`src/rtl/adc_rd_pkg.sv`:
```
package adc_rd_pkg;
  typedef enum logic [2:0] {
    RD_IDLE    = 3'd0,
    RD_SETTLE  = 3'd1,
    RD_BACKOFF = 3'd2,
    RD_SHIFT   = 3'd3,
    RD_DONE    = 3'd4
  } rd_state_e;
endpackage

```
`src/rtl/adc_rd_tick.sv`:
```
// Divider: emits one tick every DIV cycles while run is high.
module adc_rd_tick #(
  parameter int DIV = 2
) (
  input  logic clk,
  input  logic rst_n,
  input  logic run,
  output logic tick
);
  localparam int CW = (DIV > 1) ? $clog2(DIV) : 1;

  logic [CW-1:0] cnt_q, cnt_d;

  assign tick = run && (cnt_q == CW'(DIV - 1));

  always_comb begin
    if (!run || tick) cnt_d = '0;
    else              cnt_d = cnt_q + 1'b1;
  end

  always_ff @(posedge clk or negedge rst_n) begin
    if (!rst_n) cnt_q <= '0;
    else        cnt_q <= cnt_d;
  end
endmodule

```
`src/rtl/adc_rd_shifter.sv`:
```
// Serial-in shift register with a count of captured bits.
module adc_rd_shifter #(
  parameter int LEN = 32
) (
  input  logic                     clk,
  input  logic                     rst_n,
  input  logic                     clr,
  input  logic                     cap,
  input  logic                     din,
  output logic [LEN-1:0]           bits,
  output logic [$clog2(LEN+1)-1:0] count
);
  localparam int NW = $clog2(LEN + 1);

  logic [LEN-1:0] sh_q, sh_d;
  logic [NW-1:0]  n_q, n_d;

  always_comb begin
    sh_d = sh_q;
    n_d  = n_q;
    if (clr) begin
      sh_d = '0;
      n_d  = '0;
    end else if (cap) begin
      sh_d = {sh_q[LEN-2:0], din};
      n_d  = n_q + 1'b1;
    end
  end

  always_ff @(posedge clk or negedge rst_n) begin
    if (!rst_n) begin
      sh_q <= '0;
      n_q  <= '0;
    end else begin
      sh_q <= sh_d;
      n_q  <= n_d;
    end
  end

  assign bits  = sh_q;
  assign count = n_q;
endmodule

```
`src/rtl/adc_rd_ctrl.sv`:
```
// Sequencer: poll, back-off, clock generation and completion.
module adc_rd_ctrl
  import adc_rd_pkg::*;
#(
  parameter int RETRY_WAIT = 10,
  parameter int NW         = 6
) (
  input  logic          clk,
  input  logic          rst_n,
  input  logic          start,
  input  logic          tick,
  input  logic          sdo,
  input  logic [NW-1:0] bit_cnt,
  input  logic [NW-1:0] frame_len,
  output rd_state_e     state,
  output logic          sck,
  output logic          run,
  output logic          cap,
  output logic          clr,
  output logic          fin,
  output logic          accept
);
  localparam int WW = $clog2(RETRY_WAIT + 1);

  rd_state_e st_q, st_d;
  logic      sck_q, sck_d;
  logic [WW-1:0] wait_q, wait_d;

  always_comb begin
    st_d   = st_q;
    sck_d  = 1'b0;
    wait_d = '0;
    cap    = 1'b0;
    clr    = 1'b0;
    fin    = 1'b0;
    accept = 1'b0;
    unique case (st_q)
      RD_IDLE: begin
        if (start) begin
          st_d   = RD_SETTLE;
          accept = 1'b1;
        end
      end
      RD_SETTLE: begin
        if (tick) begin
          clr  = 1'b1;
          st_d = sdo ? RD_BACKOFF : RD_SHIFT;
        end
      end
      RD_BACKOFF: begin
        wait_d = wait_q + 1'b1;
        if (wait_q == WW'(RETRY_WAIT - 1)) begin
          st_d   = RD_SETTLE;
          wait_d = '0;
        end
      end
      RD_SHIFT: begin
        sck_d = sck_q;
        if (tick) begin
          sck_d = ~sck_q;
          cap   = ~sck_q;
          if (sck_q && (bit_cnt == frame_len)) begin
            st_d = RD_DONE;
            fin  = 1'b1;
          end
        end
      end
      RD_DONE: st_d = RD_IDLE;
      default: st_d = RD_IDLE;
    endcase
  end

  always_ff @(posedge clk or negedge rst_n) begin
    if (!rst_n) begin
      st_q   <= RD_IDLE;
      sck_q  <= 1'b0;
      wait_q <= '0;
    end else begin
      st_q   <= st_d;
      sck_q  <= sck_d;
      wait_q <= wait_d;
    end
  end

  assign state = st_q;
  assign sck   = sck_q;
  assign run   = (st_q == RD_SETTLE) || (st_q == RD_SHIFT);
endmodule

```
`src/rtl/adc_frame_reader.sv`:
```
module adc_frame_reader
  import adc_rd_pkg::*;
#(
  parameter int DIV        = 2,
  parameter int RETRY_WAIT = 10,
  parameter int STATUS_W   = 4,
  parameter int DATA_W     = 20,
  parameter int PAD_W      = 8
) (
  input  logic              clk,
  input  logic              rst_n,
  input  logic              start_i,
  input  logic              long_mode_i,
  input  logic              sdo_i,
  output logic              cs_n_o,
  output logic              sck_o,
  output logic              busy_o,
  output logic              valid_o,
  output logic [STATUS_W-1:0] status_o,
  output logic [DATA_W-1:0] data_o,
  output logic              pad_err_o
);
  localparam int SHORT_LEN = STATUS_W + DATA_W;
  localparam int LONG_LEN  = SHORT_LEN + PAD_W;
  localparam int NW        = $clog2(LONG_LEN + 1);

  // reset: asserted asynchronously, released on the clock
  logic [1:0] rst_sync_q;
  logic       rst_core_n;
  always_ff @(posedge clk or negedge rst_n) begin
    if (!rst_n) rst_sync_q <= 2'b00;
    else        rst_sync_q <= {rst_sync_q[0], 1'b1};
  end
  assign rst_core_n = rst_sync_q[1];

  rd_state_e         state;
  logic              tick, run, cap, clr, fin, accept, sck;
  logic [LONG_LEN-1:0] bits;
  logic [NW-1:0]     count;
  logic              long_q;
  logic [NW-1:0]     frame_len;

  assign frame_len = long_q ? NW'(LONG_LEN) : NW'(SHORT_LEN);

  adc_rd_tick #(.DIV(DIV)) u_tick (
    .clk(clk), .rst_n(rst_core_n), .run(run), .tick(tick)
  );

  adc_rd_shifter #(.LEN(LONG_LEN)) u_shift (
    .clk(clk), .rst_n(rst_core_n), .clr(clr), .cap(cap),
    .din(sdo_i), .bits(bits), .count(count)
  );

  adc_rd_ctrl #(.RETRY_WAIT(RETRY_WAIT), .NW(NW)) u_ctrl (
    .clk(clk), .rst_n(rst_core_n), .start(start_i), .tick(tick),
    .sdo(sdo_i), .bit_cnt(count), .frame_len(frame_len),
    .state(state), .sck(sck), .run(run), .cap(cap), .clr(clr),
    .fin(fin), .accept(accept)
  );

  // frame fields picked out according to the latched mode
  logic [STATUS_W-1:0] stat_d;
  logic [DATA_W-1:0]   data_d;
  logic                perr_d;

  always_comb begin
    if (long_q) begin
      stat_d = bits[LONG_LEN-1 -: STATUS_W];
      data_d = bits[LONG_LEN-STATUS_W-1 -: DATA_W];
      perr_d = ~&bits[PAD_W-1:0];
    end else begin
      stat_d = bits[SHORT_LEN-1 -: STATUS_W];
      data_d = bits[DATA_W-1:0];
      perr_d = 1'b0;
    end
  end

  logic [STATUS_W-1:0] stat_q;
  logic [DATA_W-1:0]   data_q;
  logic                perr_q, valid_q;

  always_ff @(posedge clk or negedge rst_core_n) begin
    if (!rst_core_n) begin
      long_q  <= 1'b0;
      stat_q  <= '0;
      data_q  <= '0;
      perr_q  <= 1'b0;
      valid_q <= 1'b0;
    end else begin
      valid_q <= fin;
      if (accept) long_q <= long_mode_i;
      if (fin) begin
        stat_q <= stat_d;
        data_q <= data_d;
        perr_q <= perr_d;
      end
    end
  end

  assign cs_n_o    = !((state == RD_SETTLE) || (state == RD_SHIFT));
  assign busy_o    = (state == RD_SETTLE) || (state == RD_SHIFT);
  assign sck_o     = sck;
  assign valid_o   = valid_q;
  assign status_o  = stat_q;
  assign data_o    = data_q;
  assign pad_err_o = perr_q;
endmodule

```
`config.mk`:
```
export PLATFORM = sky130hd
export DESIGN_NAME = adc_frame_reader
export DESIGN_NICKNAME = d
export VERILOG_FILES = /design/src/rtl/adc_rd_pkg.sv /design/src/rtl/adc_rd_tick.sv /design/src/rtl/adc_rd_shifter.sv /design/src/rtl/adc_rd_ctrl.sv /design/src/rtl/adc_frame_reader.sv
export SDC_FILE = /design/constraint.sdc
export NUM_CORES = 1
export LEC_CHECK = 0
export ABC_AREA = 1
export BUFFER_PORTS_ARGS = -buffer_cell sky130_fd_sc_hd__buf_2
export CAP_MARGIN = 20
export CELL_PAD_IN_SITES_DETAIL_PLACEMENT = 0
export CELL_PAD_IN_SITES_GLOBAL_PLACEMENT = 2
export CORE_UTILIZATION = 35
export CTS_BUF_LIST = sky130_fd_sc_hd__clkbuf_16
export CTS_CLUSTER_SIZE = 40
export DETAILED_ROUTE_END_ITERATION = 8
export PLACE_DENSITY_LB_ADDON = 0.12
export SLEW_MARGIN = 25
export SYNTH_ARGS = -nofsm -noshare
export SYNTH_HDL_FRONTEND = slang
export SYNTH_SLANG_ARGS = --single-unit
```
`constraint.sdc`:
```
create_clock -name clk -period 2.69 [get_ports clk]
set_clock_uncertainty 0.2 [all_clocks]
set_input_delay 0.538 -clock clk [delete_from_list [all_inputs] [get_ports clk]]
set_output_delay 0.538 -clock clk [all_outputs]
set_load 0.03 [all_outputs]
```
==> results.cfg <==
[outcome]
status = finished clean

[worst_setup_path]
crit_type = reg2reg
startpoint_type = register
slowest_stage = dfrtp_1
crit_fanout = 27
worst_setup_path_end_kind = register
cp_cell_sequence = inv_1 > ha_1 > nand3_1 > nand3b_4 > nor2_8 > nand2_1 > nand2_1
required_ps = 2760
critPathMostFrequentCell = nand2_1
cpPeakStageDelay_ps = 420
arrival_ps = 2150

[timing]
timing.hold.ws_ps = 81.3
fin_tns_setup_ps = 0
drv_slew = 0
setup_viol = 0
rsz0062_at_grt = no
worst_pin_slew_ps = 872
finalCritPeriodShare_pct = 77.1
relSlewSlack_pct = 41.8
finalHoldViolCount = 0
layout_min_cycle_time_ps = 2070
max_freq_mhz = 482

[grt]
grt_pass1_wl_mm = 13.1
grt_max_degree = 75
grt_pass1_vias = 2616
track_usage_pct = 16.6
grt_antenna_before_repair = 0
grt-ovfl-total = 0

[logic_synthesis]
synth_cells = 379
synthFlopType = dfrtp_1
synthArstFlopShare_pct = 100
synthesis.nets = 388
synth_area_leaders = dfrtp_1 53%, nand2_1 10%, o22ai_2 10%, o21ai_0 7.9%, inv_1 4.9%
synthTopCellsByCount = 99 x nand2_1, 76 x dfrtp_1, 56 x o21ai_0
synth_warnings = 0
synth_cell_types = 28
syn_avg_cell_area_um2 = 9.39
synth_top_cell_area_share_pct = 53.4
yosysTopAreaCell = dfrtp_1
synth.yosys.seq_area_share_pct = 53.4
synth.most_common_cell = nand2_1
syn_area_um2 = 3560
synth-edff-count = 0
ys_ff_latch = 76

[die]
fp.dieH_um = 103
num_rows = 36
io-pin-count = 34
die_w_um = 103
start_util_pct = 36.3
die_area_um2 = 10600
coreArea_um2 = 9820

[placed_design]
gp_congestion = 0.754
place_inst = 531
hpwl_mm = 5.01
io_buffer_count = 33

[cells_and_area]
antenna_cells = 0
instances_no_fill = 548
fillers = 1042
synthToLayoutAreaGrowth_pct = 17.0
final_nets = 419
drive_above_1_share_pct = 22.2

[clock_tree]
htreeDepth = 3
clk_transition_reported_paths_ps = 60
root_buffer = clkbuf_16
clk_latency_ps = 330
clock-sinks = 76
post_cts_resized = 0
numCtsBuffers = 9
clockBufferDepth = 2
cts_tree = built

[pwr]
leakagePower_nw = 2.02
ir_worst_vdd_uv = 622
powerDensity_nw_per_um2 = 771

[drt]
routed_wl_mm = 7.77
vias_per_cell = 4.69
dr.first_iter.drc_count = 92
vias = 2570
wl_per_cell_um = 14.2
drc = 0
postRouteAntennaNets = 0
dr.pass1.iters = 4

[flow_run]
maxCapViolations = 0

[hold_path]
hp-class = reg2async
[layout make-up]
cell class | count | area [um^2] | area share [%]
clock buffers | 9 | 225 | 5.41
repair buffers | 38 | 230 | 5.53
inverters | 49 | 184 | 4.41
clock inverters | 7 | 91.3 | 2.19
flip-flops and latches | 76 | 1900 | 45.7
multi-input cells | 236 | 1370 | 32.8
well taps | 133 | 166 | 3.99
[routing by layer]
layer  GRT usage [%]  vias up  routed length, um
met1            23.3     1230               3980
met2            25.7       40               3450
met3            2.64       10                213
met5               0        -                  0
met4            6.50        0                119
li1                -     1290                  -
[final timing paths]
path,to,slack (ps),depth (start not counted),from
setup / recovery,status_o[2]$_DFFE_PN0P_,620,7,u_shift.count[0]$_DFFE_PN0P_
hold / removal,u_shift.bits[27]$_DFFE_PN0P_,80,1,rst_sync_q[1]$_DFF_PN0_
hold reg to reg,u_shift.bits[27]$_DFFE_PN0P_,80,1,rst_sync_q[1]$_DFF_PN0_
setup reg to reg,status_o[2]$_DFFE_PN0P_,620,7,u_shift.count[0]$_DFFE_PN0P_
max in group asynchronous,rst_sync_q[1]$_DFF_PN0_,1860,2,rst_n
min in group clk,rst_sync_q[1]$_DFF_PN0_,150,0,rst_sync_q[0]$_DFF_PN0_
[flip-flops by register name (all words and copies together), names as in the netlist]
signal	cells
data_o	20
u_shift.count	6
u_tick.cnt_q	1
valid_o	1
u_ctrl.wait_q	4
u_ctrl.state	3
u_shift.bits	32
pad_err_o	1
status_o	4
long_q	1
u_ctrl.sck	1
rst_sync_q	2
[where the power goes]
| group | leakage (nW) | internal [mW] | switching (mW) | total, mW |
|---|---|---|---|---|
| logic | 0.816 | 0.158 | 0.483 | 0.641 |
| clock network | 0.155 | 0.809 | 0.479 | 1.29 |
| registers | 1.05 | 1.21 | 0.0765 | 1.28 |
[worst max-delay path, delay by kind of cell (launching register included)]
family	cells	cell delay, ps
fa+ha+maj	1	160
buf+inv	1	120
flops	1	420
simple gates	5	1110
[stage by stage]
step	setup slack [ps]	power (mW)	utilization [%]	area [um^2]
final	615	3.21	42.4	4170
after global placement	607	1.96	39.1	3840
after detailed placement	578	1.95	39.1	3840
after CTS	566	3.26	42.4	4170
after global routing	386	3.38	42.4	4170
after floorplan	217	1.78	-	3560
[logic make-up after synthesis]
group                      after synthesis  synth area share [%]
and+or+nand+nor                        138                  17.0
AOI/OAI and AO/OA                       90                  18.9
DFF                                     76                  53.4
buffers and inverters                   67                  8.40
adders and majority gates                4                  1.41
xor gates and xnor gates                 3                 0.738
other                                    1                 0.105
[timing repair]
item	CTS	global route
endpoints found under the hold margin	2	0
hold buffers	1	0
buffers inserted	0	0
[placed cells by master (no fill, tap or decap), drive strengths merged]
cell and instances:
conb 1, xor2 2, bufinv 2, nand4 5, nand2 100, nor3 2, buf 37, clkinvlp 1
o22ai 30, dlygate4sd3 1, a21oi 3, nand3b 3, clkbuf 9, xnor2 1, o21ai 57, nand3 11
ha 4, inv 49, nor2 17, clkinv 4, dfrtp 76
(Power assumes the default switching activity.)
